[src/rtl/gpio_edge_pkg.sv]
package gpio_edge_pkg;
  typedef enum logic [2:0] {
    REG_DIR    = 3'd0,
    REG_SET    = 3'd1,
    REG_CLR    = 3'd2,
    REG_RISE   = 3'd3,
    REG_FALL   = 3'd4,
    REG_ALT    = 3'd5,
    REG_LEVEL  = 3'd6,
    REG_STATUS = 3'd7
  } gpio_reg_e;
endpackage

[src/rtl/gpio_rst_sync.sv]
module gpio_rst_sync (
  input  logic clk,
  input  logic rst_n_in,
  output logic rst_n_out
);
  logic [1:0] chain_q;

  always_ff @(posedge clk or negedge rst_n_in) begin
    if (!rst_n_in) chain_q <= 2'b00;
    else           chain_q <= {chain_q[0], 1'b1};
  end

  assign rst_n_out = chain_q[1];
endmodule

[src/rtl/gpio_in_sync.sv]
module gpio_in_sync #(
  parameter int WIDTH  = 28,
  parameter int STAGES = 2
) (
  input  logic             clk,
  input  logic             rst_n,
  input  logic [WIDTH-1:0] din,
  output logic [WIDTH-1:0] dout
);
  logic [WIDTH-1:0] stage_q [STAGES];

  for (genvar g = 0; g < STAGES; g++) begin : g_stage
    logic [WIDTH-1:0] stage_d;
    if (g == 0) begin : g_first
      assign stage_d = din;
    end else begin : g_next
      assign stage_d = stage_q[g-1];
    end
    always_ff @(posedge clk or negedge rst_n) begin
      if (!rst_n) stage_q[g] <= '0;
      else        stage_q[g] <= stage_d;
    end
  end

  assign dout = stage_q[STAGES-1];
endmodule

[src/rtl/gpio_ctrl_regs.sv]
module gpio_ctrl_regs
  import gpio_edge_pkg::*;
#(
  parameter int NUM_PINS = 28
) (
  input  logic                clk,
  input  logic                rst_n,
  input  logic                wr_en,
  input  gpio_reg_e           addr,
  input  logic [NUM_PINS-1:0] wdata,
  output logic [NUM_PINS-1:0] dir_q,
  output logic [NUM_PINS-1:0] latch_q,
  output logic [NUM_PINS-1:0] set_shadow_q,
  output logic [NUM_PINS-1:0] rise_q,
  output logic [NUM_PINS-1:0] fall_q,
  output logic [NUM_PINS-1:0] alt_q
);
  logic we_dir, we_set, we_clr, we_rise, we_fall, we_alt;
  logic [NUM_PINS-1:0] latch_d;

  always_comb begin
    we_dir  = wr_en && (addr == REG_DIR);
    we_set  = wr_en && (addr == REG_SET);
    we_clr  = wr_en && (addr == REG_CLR);
    we_rise = wr_en && (addr == REG_RISE);
    we_fall = wr_en && (addr == REG_FALL);
    we_alt  = wr_en && (addr == REG_ALT);
    latch_d = latch_q;
    if (we_set) latch_d = latch_q | wdata;
    if (we_clr) latch_d = latch_q & ~wdata;
  end

  always_ff @(posedge clk or negedge rst_n) begin
    if (!rst_n) begin
      dir_q        <= '0;
      latch_q      <= '0;
      set_shadow_q <= '0;
      rise_q       <= '0;
      fall_q       <= '0;
      alt_q        <= '0;
    end else begin
      if (we_dir)            dir_q        <= wdata;
      if (we_set || we_clr)  latch_q      <= latch_d;
      if (we_set)            set_shadow_q <= wdata;
      if (we_rise)           rise_q       <= wdata;
      if (we_fall)           fall_q       <= wdata;
      if (we_alt)            alt_q        <= wdata;
    end
  end
endmodule

[src/rtl/gpio_edge_status.sv]
module gpio_edge_status #(
  parameter int NUM_PINS = 28
) (
  input  logic                clk,
  input  logic                rst_n,
  input  logic [NUM_PINS-1:0] sync_lvl,
  input  logic [NUM_PINS-1:0] dir,
  input  logic [NUM_PINS-1:0] rise_en,
  input  logic [NUM_PINS-1:0] fall_en,
  input  logic                clr_we,
  input  logic [NUM_PINS-1:0] clr_mask,
  output logic [NUM_PINS-1:0] status_q
);
  logic [NUM_PINS-1:0] prev_q;
  logic [NUM_PINS-1:0] hit;
  logic [NUM_PINS-1:0] keep;
  logic [NUM_PINS-1:0] status_d;

  always_comb begin
    hit      = ~dir & ((sync_lvl & ~prev_q & rise_en) |
                       (~sync_lvl & prev_q & fall_en));
    keep     = clr_we ? (status_q & ~clr_mask) : status_q;
    status_d = keep | hit;
  end

  always_ff @(posedge clk or negedge rst_n) begin
    if (!rst_n) begin
      prev_q   <= '0;
      status_q <= '0;
    end else begin
      prev_q   <= sync_lvl;
      status_q <= status_d;
    end
  end
endmodule

[src/rtl/gpio_irq_route.sv]
module gpio_irq_route #(
  parameter int NUM_PINS   = 28,
  parameter int NUM_DIRECT = 11
) (
  input  logic [NUM_PINS-1:0]   status,
  output logic [NUM_DIRECT-1:0] irq_pin,
  output logic                  irq_shared
);
  for (genvar g = 0; g < NUM_DIRECT; g++) begin : g_direct
    assign irq_pin[g] = status[g];
  end
  assign irq_shared = |status[NUM_PINS-1:NUM_DIRECT];
endmodule

[src/rtl/gpio_edge_ctrl.sv]
module gpio_edge_ctrl
  import gpio_edge_pkg::*;
#(
  parameter int NUM_PINS    = 28,
  parameter int NUM_DIRECT  = 11,
  parameter int SYNC_STAGES = 2
) (
  input  logic                  clk,
  input  logic                  rst_n,
  input  logic                  wr_en,
  input  logic [2:0]            addr,
  input  logic [NUM_PINS-1:0]   wdata,
  output logic [NUM_PINS-1:0]   rdata,
  input  logic [NUM_PINS-1:0]   pin_in,
  output logic [NUM_PINS-1:0]   pin_out,
  output logic [NUM_PINS-1:0]   pin_oe,
  output logic [NUM_DIRECT-1:0] irq_pin,
  output logic                  irq_shared
);
  gpio_reg_e           reg_sel;
  logic                rst_n_int;
  logic [NUM_PINS-1:0] sync_lvl;
  logic [NUM_PINS-1:0] dir_q, latch_q, set_shadow_q, rise_q, fall_q, alt_q;
  logic [NUM_PINS-1:0] status_q;
  logic [NUM_PINS-1:0] level;
  logic                status_we;

  assign reg_sel   = gpio_reg_e'(addr);
  assign status_we = wr_en && (reg_sel == REG_STATUS);

  gpio_rst_sync u_rst (
    .clk(clk), .rst_n_in(rst_n), .rst_n_out(rst_n_int)
  );

  gpio_in_sync #(.WIDTH(NUM_PINS), .STAGES(SYNC_STAGES)) u_sync (
    .clk(clk), .rst_n(rst_n_int), .din(pin_in), .dout(sync_lvl)
  );

  gpio_ctrl_regs #(.NUM_PINS(NUM_PINS)) u_regs (
    .clk(clk), .rst_n(rst_n_int), .wr_en(wr_en), .addr(reg_sel),
    .wdata(wdata), .dir_q(dir_q), .latch_q(latch_q),
    .set_shadow_q(set_shadow_q), .rise_q(rise_q), .fall_q(fall_q),
    .alt_q(alt_q)
  );

  gpio_edge_status #(.NUM_PINS(NUM_PINS)) u_edge (
    .clk(clk), .rst_n(rst_n_int), .sync_lvl(sync_lvl), .dir(dir_q),
    .rise_en(rise_q), .fall_en(fall_q), .clr_we(status_we),
    .clr_mask(wdata), .status_q(status_q)
  );

  gpio_irq_route #(.NUM_PINS(NUM_PINS), .NUM_DIRECT(NUM_DIRECT)) u_irq (
    .status(status_q), .irq_pin(irq_pin), .irq_shared(irq_shared)
  );

  assign level   = (latch_q & dir_q) | (sync_lvl & ~dir_q);
  assign pin_out = latch_q & dir_q;
  assign pin_oe  = dir_q;

  always_comb begin
    case (reg_sel)
      REG_DIR:    rdata = dir_q;
      REG_SET:    rdata = set_shadow_q;
      REG_CLR:    rdata = '0;
      REG_RISE:   rdata = rise_q;
      REG_FALL:   rdata = fall_q;
      REG_ALT:    rdata = alt_q;
      REG_LEVEL:  rdata = level;
      REG_STATUS: rdata = status_q;
      default:    rdata = '0;
    endcase
  end
endmodule

[config.mk]
export PLATFORM = sky130hd
export DESIGN_NAME = gpio_edge_ctrl
export DESIGN_NICKNAME = d
export VERILOG_FILES = /design/src/rtl/gpio_edge_pkg.sv /design/src/rtl/gpio_rst_sync.sv /design/src/rtl/gpio_in_sync.sv /design/src/rtl/gpio_ctrl_regs.sv /design/src/rtl/gpio_edge_status.sv /design/src/rtl/gpio_irq_route.sv /design/src/rtl/gpio_edge_ctrl.sv
export SDC_FILE = /design/constraint.sdc
export NUM_CORES = 1
export LEC_CHECK = 0
export BUFFER_PORTS_ARGS = -buffer_cell sky130_fd_sc_hd__buf_2
export CAP_MARGIN = 20
export CORE_MARGIN = 1
export CORE_UTILIZATION = 50
export CTS_CLUSTER_DIAMETER = 100
export DETAILED_ROUTE_END_ITERATION = 10
export GPL_ROUTABILITY_DRIVEN = 1
export PLACE_DENSITY_LB_ADDON = 0.05
export SLEW_MARGIN = 10
export SYNTH_ARGS = -nofsm -noshare
export SYNTH_HDL_FRONTEND = slang
export SYNTH_HIERARCHICAL = 1
export SYNTH_SLANG_ARGS = --single-unit
export TNS_END_PERCENT = 5
[constraint.sdc]
create_clock -name clk -period 12.7 [get_ports clk]
set_clock_uncertainty 0.05 [all_clocks]
set_input_delay 1.27 -clock clk [delete_from_list [all_inputs] [get_ports clk]]
set_output_delay 1.27 -clock clk [all_outputs]
set_load 0.02 [all_outputs]
# Word-level counts from Yosys, hierarchy flattened
# Cells that the tools add are included.
dict set report classes {
  mux 4
  n_reduce_logical 12
  bitwise 17
  n_eq_ne 7
}
# cell n
set ops {}
lappend ops {{$and A28 B28 Y28} 9}
lappend ops {{$pmux W28 S8} 1}
lappend ops {{$not A28 Y28} 4}
lappend ops {{$or A28 B28 Y28} 4}
lappend ops {{$mux W28} 3}
lappend ops {{$reduce_or A17 Y1} 1}
lappend ops {{$eq A3 B3 Y1 const B} 4}
lappend ops {{$logic_and A1 B1 Y1} 7}
lappend ops {{$eq A3 B2 Y1 const B} 2}
lappend ops {{$eq A3 B1 Y1 const B} 1}
lappend ops {{$logic_not A3 Y1} 1}
lappend ops {{$reduce_and A2 Y1} 1}
lappend ops {{$reduce_bool A2 Y1} 1}
lappend ops {{$logic_or A1 B1 Y1} 1}
dict set report word_totals {
  input_bits 62
  ff_bits 282
  output_inout_bits 96
  wordCells 51
}

# Depth between registers and ports, before layout
dict set report depth {
  depth_word 6
  depth_mapped 9
  depth_no_buf 4
}

# Cells and area by module
# The synthesis kept the hierarchy.
# module seq_area_each_um2 area_per_inst_um2 instances cells_per_inst
set modules_own_cells {}
lappend modules_own_cells {gpio_ctrl_regs 4204.0 6488.7 1 479}
lappend modules_own_cells {gpio_edge_status 1401.3 2353.5 1 171}
lappend modules_own_cells {gpio_edge_ctrl 0.0 1968.1 1 261}
lappend modules_own_cells {gpio_in_sync 1401.3 1401.3 1 56}
lappend modules_own_cells {gpio_irq_route 0.0 118.9 1 17}
lappend modules_own_cells {gpio_rst_sync 50.0 53.8 1 3}

# Least setup slack after synthesis
# No wires, ideal clock.
dict set report synth_timing {
  kind {input port to output port}
  startpoint {input port addr[2]}
  endpoint {output port rdata[20]}
  path_buffers 2
  arrival_time_ps 2436
  required_ps 11380
  cell_stages 5
  slack_ps 8944
  path_cell_list {buf_4 nor2_1 buf_2 a22oi_1 a31oi_1}
}
dict set report synth_between {
  elab_chain_len 2
  elab_cells_between_ends 9
  classes_between {7 x eq/ne; 1 x mux; 1 x reduce/logical}
}
# item line_no
set synth_lines {}
lappend synth_lines {{from (decl)} gpio_edge_ctrl.sv:11} ;# input logic [2:0] addr,
lappend synth_lines {{$eq A3 B3 Y1, or another cell as far along} gpio_edge_ctrl.sv:61} ;# case (reg_sel)
lappend synth_lines {{$pmux W28 S8 (*)} gpio_edge_ctrl.sv:61}
lappend synth_lines {{to (decl)} gpio_edge_ctrl.sv:13} ;# output logic [NUM_PINS-1:0] rdata,
# Every way passes the cells marked *; elsewhere a longest branch is shown, timed or not.

# Worst setup path after layout
dict set report layout_timing {
  startpoint {input port addr[2]}
  endpoint {output port rdata[11]}
}
# The elaborated chain is that of the path after synthesis.

==> out/results.tsv <==
metric	value	unit
relSlewSlack	0.198	
fin_util	0.589	
routabilityCongestion	0.792	
ys_types	42	
cts_sinks	282	
die_h	159	um
drive_gt1_frac	0.266	
viasPerCell	5.80	
tns	0	ns
setup_viol_count_final	0	
clock_latency	0.56	ns
rows	57	
cts_max_path_buffers	3	
start_util	0.509	
path_class	primary input to output port	
drc	0	
yosys_warnings	6	
drtAntennaViolNets	0	
p_total	2.50	mW
maxSlewViolCount	0	
final_common_cell	dfrtp_1	
min_path_type	register to asynchronous set/reset pin	
clk_pin_slew	0.06	ns
crit_arrival	3.68	ns
dp_hpwl	18100	um
worst_pin_slew	1.20	ns
p_per_area	175	mW/mm^2
n_antenna_cell	0	
fmax	200	MHz
grt_overflow_total	0	
htreeDepth	1	
core_area	0.0243	sq mm
synthCells	987	
cp-start-kind	primary input	
worst_ir_drop_vdd	0.000115	V
syn_area_per_cell	12.5	sq um
rsz0062_at_grt	false	
critPathLaunch	addr[2]	
cp.required	11.38	ns
cap_violations	0	
reg2regPathDepth	2	
finalCritPeriodShare	0.394	
layout_common_cells	281 x dfrtp_1, 156 x buf_2, 77 x mux2_2	
antenna_found_initial	2	
cts_tree	yes	
die-area	0.0254	sq mm
drt_iter0_markers	528	
post-route-min-period	5.00	ns
post_cts_buffers	0	
syn_area	0.0124	sq mm
ctsResizeCount	0	
final_nets	1185	
grt_pass1_vias	8542	
r2r_setup_slack	11.01	ns
die_width	159	um
nFillCells	2045	
hold_buffers	0	
ios	158	
ys_seq_elements	282	
cp_max_fo	50	
syn_nets	1049	
synthToLayoutAreaGrowth	15.8	%
grt_pass1_wl	48900	um
routed-via-count	8515	
grt_util_all_layers	0.246	
firstDrtPassIters	5	
numPortBuffers	157	
hold_violations	0	
clock-root-buffer	clkbuf_16	
cts_made_buffers	31	
holdWs	0.166	ns
wl_per_cell	21.1	um
wl	31000	um
grt_max_degree	145	
ys_seq_area_frac	0.570	
p_leak	6.48	nW
reg2reg_from	u_rst/chain_q[1]$_DFF_PN0_	
end_kind	output port	
outcome	completed	
-- how the worst max path moves through the flow --
stage / to / depth (start not counted)
2_1_floorplan: u_edge/prev_q[0]$_DFF_PN0_ / 0
3_3_place_gp: rdata[11] / 6
3_5_place_dp: rdata[11] / 6
4_1_cts: rdata[11] / 6
5_1_grt: rdata[27] / 6
6_report: rdata[11] / 6
-- state kept, by name (all words and copies together), names as in the netlist, named ones only --
signal	flops
u_rst/chain_q	2
u_edge/prev_q	28
u_regs/fall_q	28
u_sync/g_stage.stage_d	28
u_regs/dir_q	28
u_edge/status_q	28
u_regs/alt_q	28
u_sync/dout	28
u_regs/set_shadow_q	28
u_regs/rise_q	28
-- Yosys cell counts, drive strengths merged --
cell	instances	area share
nor2	23	0.0083
conb	1	0.00030
or4	1	0.00061
a31oi	2	0.0010
o22ai	12	0.0061
nor3b	13	0.0079
nand4b	3	0.0021
a222oi	14	0.011
o211ai	1	0.00061
a21oi	70	0.028
o22a	27	0.019
nor3	1	0.0013
and3b	2	0.0014
nor4bb	56	0.045
nand4	1	0.00051
nor4	3	0.0015
inv	26	0.0079
a22oi	2	0.0012
o21bai	1	0.00061
nand2	60	0.018
o21ai	52	0.021
a211o	28	0.020
mux2i	66	0.053
or3b	1	0.00071
a211oi	12	0.0073
buf	46	0.029
clkbuf	17	0.0052
nand3b	1	0.00091
dfrtp	282	0.57
mux2	115	0.10
a21bo	1	0.00081
nor2b	2	0.0016
and2	28	0.014
or3	1	0.00051
nand2b	16	0.0081
-- critical path, cell delays in order --
cell and delay, ns:
buf_2 0.08, buf_4 0.54, nand3b_2 0.88, o22a_1 0.46, a21oi_1 0.22, buf_2 0.21
-- through the flow --
| stage | worst slack (ns) | area [sq um] | std cells |
|---|---|---|---|
| 5_1_grt | 7.62 | 14300 | 1469 |
| 6_report | 7.70 | 14300 | 1469 |
| 3_3_place_gp | 7.70 | 13300 | 1413 |
| 3_5_place_dp | 7.68 | 13300 | 1413 |
| 4_1_cts | 7.70 | 14300 | 1468 |
| 2_1_floorplan | 4.21 | 12400 | 987 |
-- report_power, final --
part	switching, mW	internal [mW]
registers	0.126	1.04
clock network	0.356	0.567
logic	0.214	0.200
-- layer usage --
layer  vias to the layer above  global-route usage  wire, um  share of wire
met5                         -                   0        21        0.00068
li1                       3893                   -         -              -
met1                      4330               0.353     14100           0.46
met4                         4              0.0568       574          0.019
met2                       239               0.397     14700           0.47
met3                        49              0.0365      1600          0.052
-- layout make-up --
cell class	count	area, sq um	area share
well taps	324	405	0.0283
clock buffers	44	895	0.0624
flip-flops and latches	282	7060	0.493
inverters	26	97.6	0.00681
multi-input cells	616	4830	0.337
clock inverters	11	161	0.0113
repair buffers	166	888	0.0620
-- cells by family (layout without fill, tap and decap cells) --
group	after synthesis	after routing	share of synthesized area
AOI/OAI and AO/OA	222	222	0.117
buffers and inverters	89	247	0.0416
DFF	282	282	0.570
muxes	181	181	0.158
other	1	1	0.000303
and+or+nand+nor	212	212	0.113
Power figures use the tool's default switching activity.
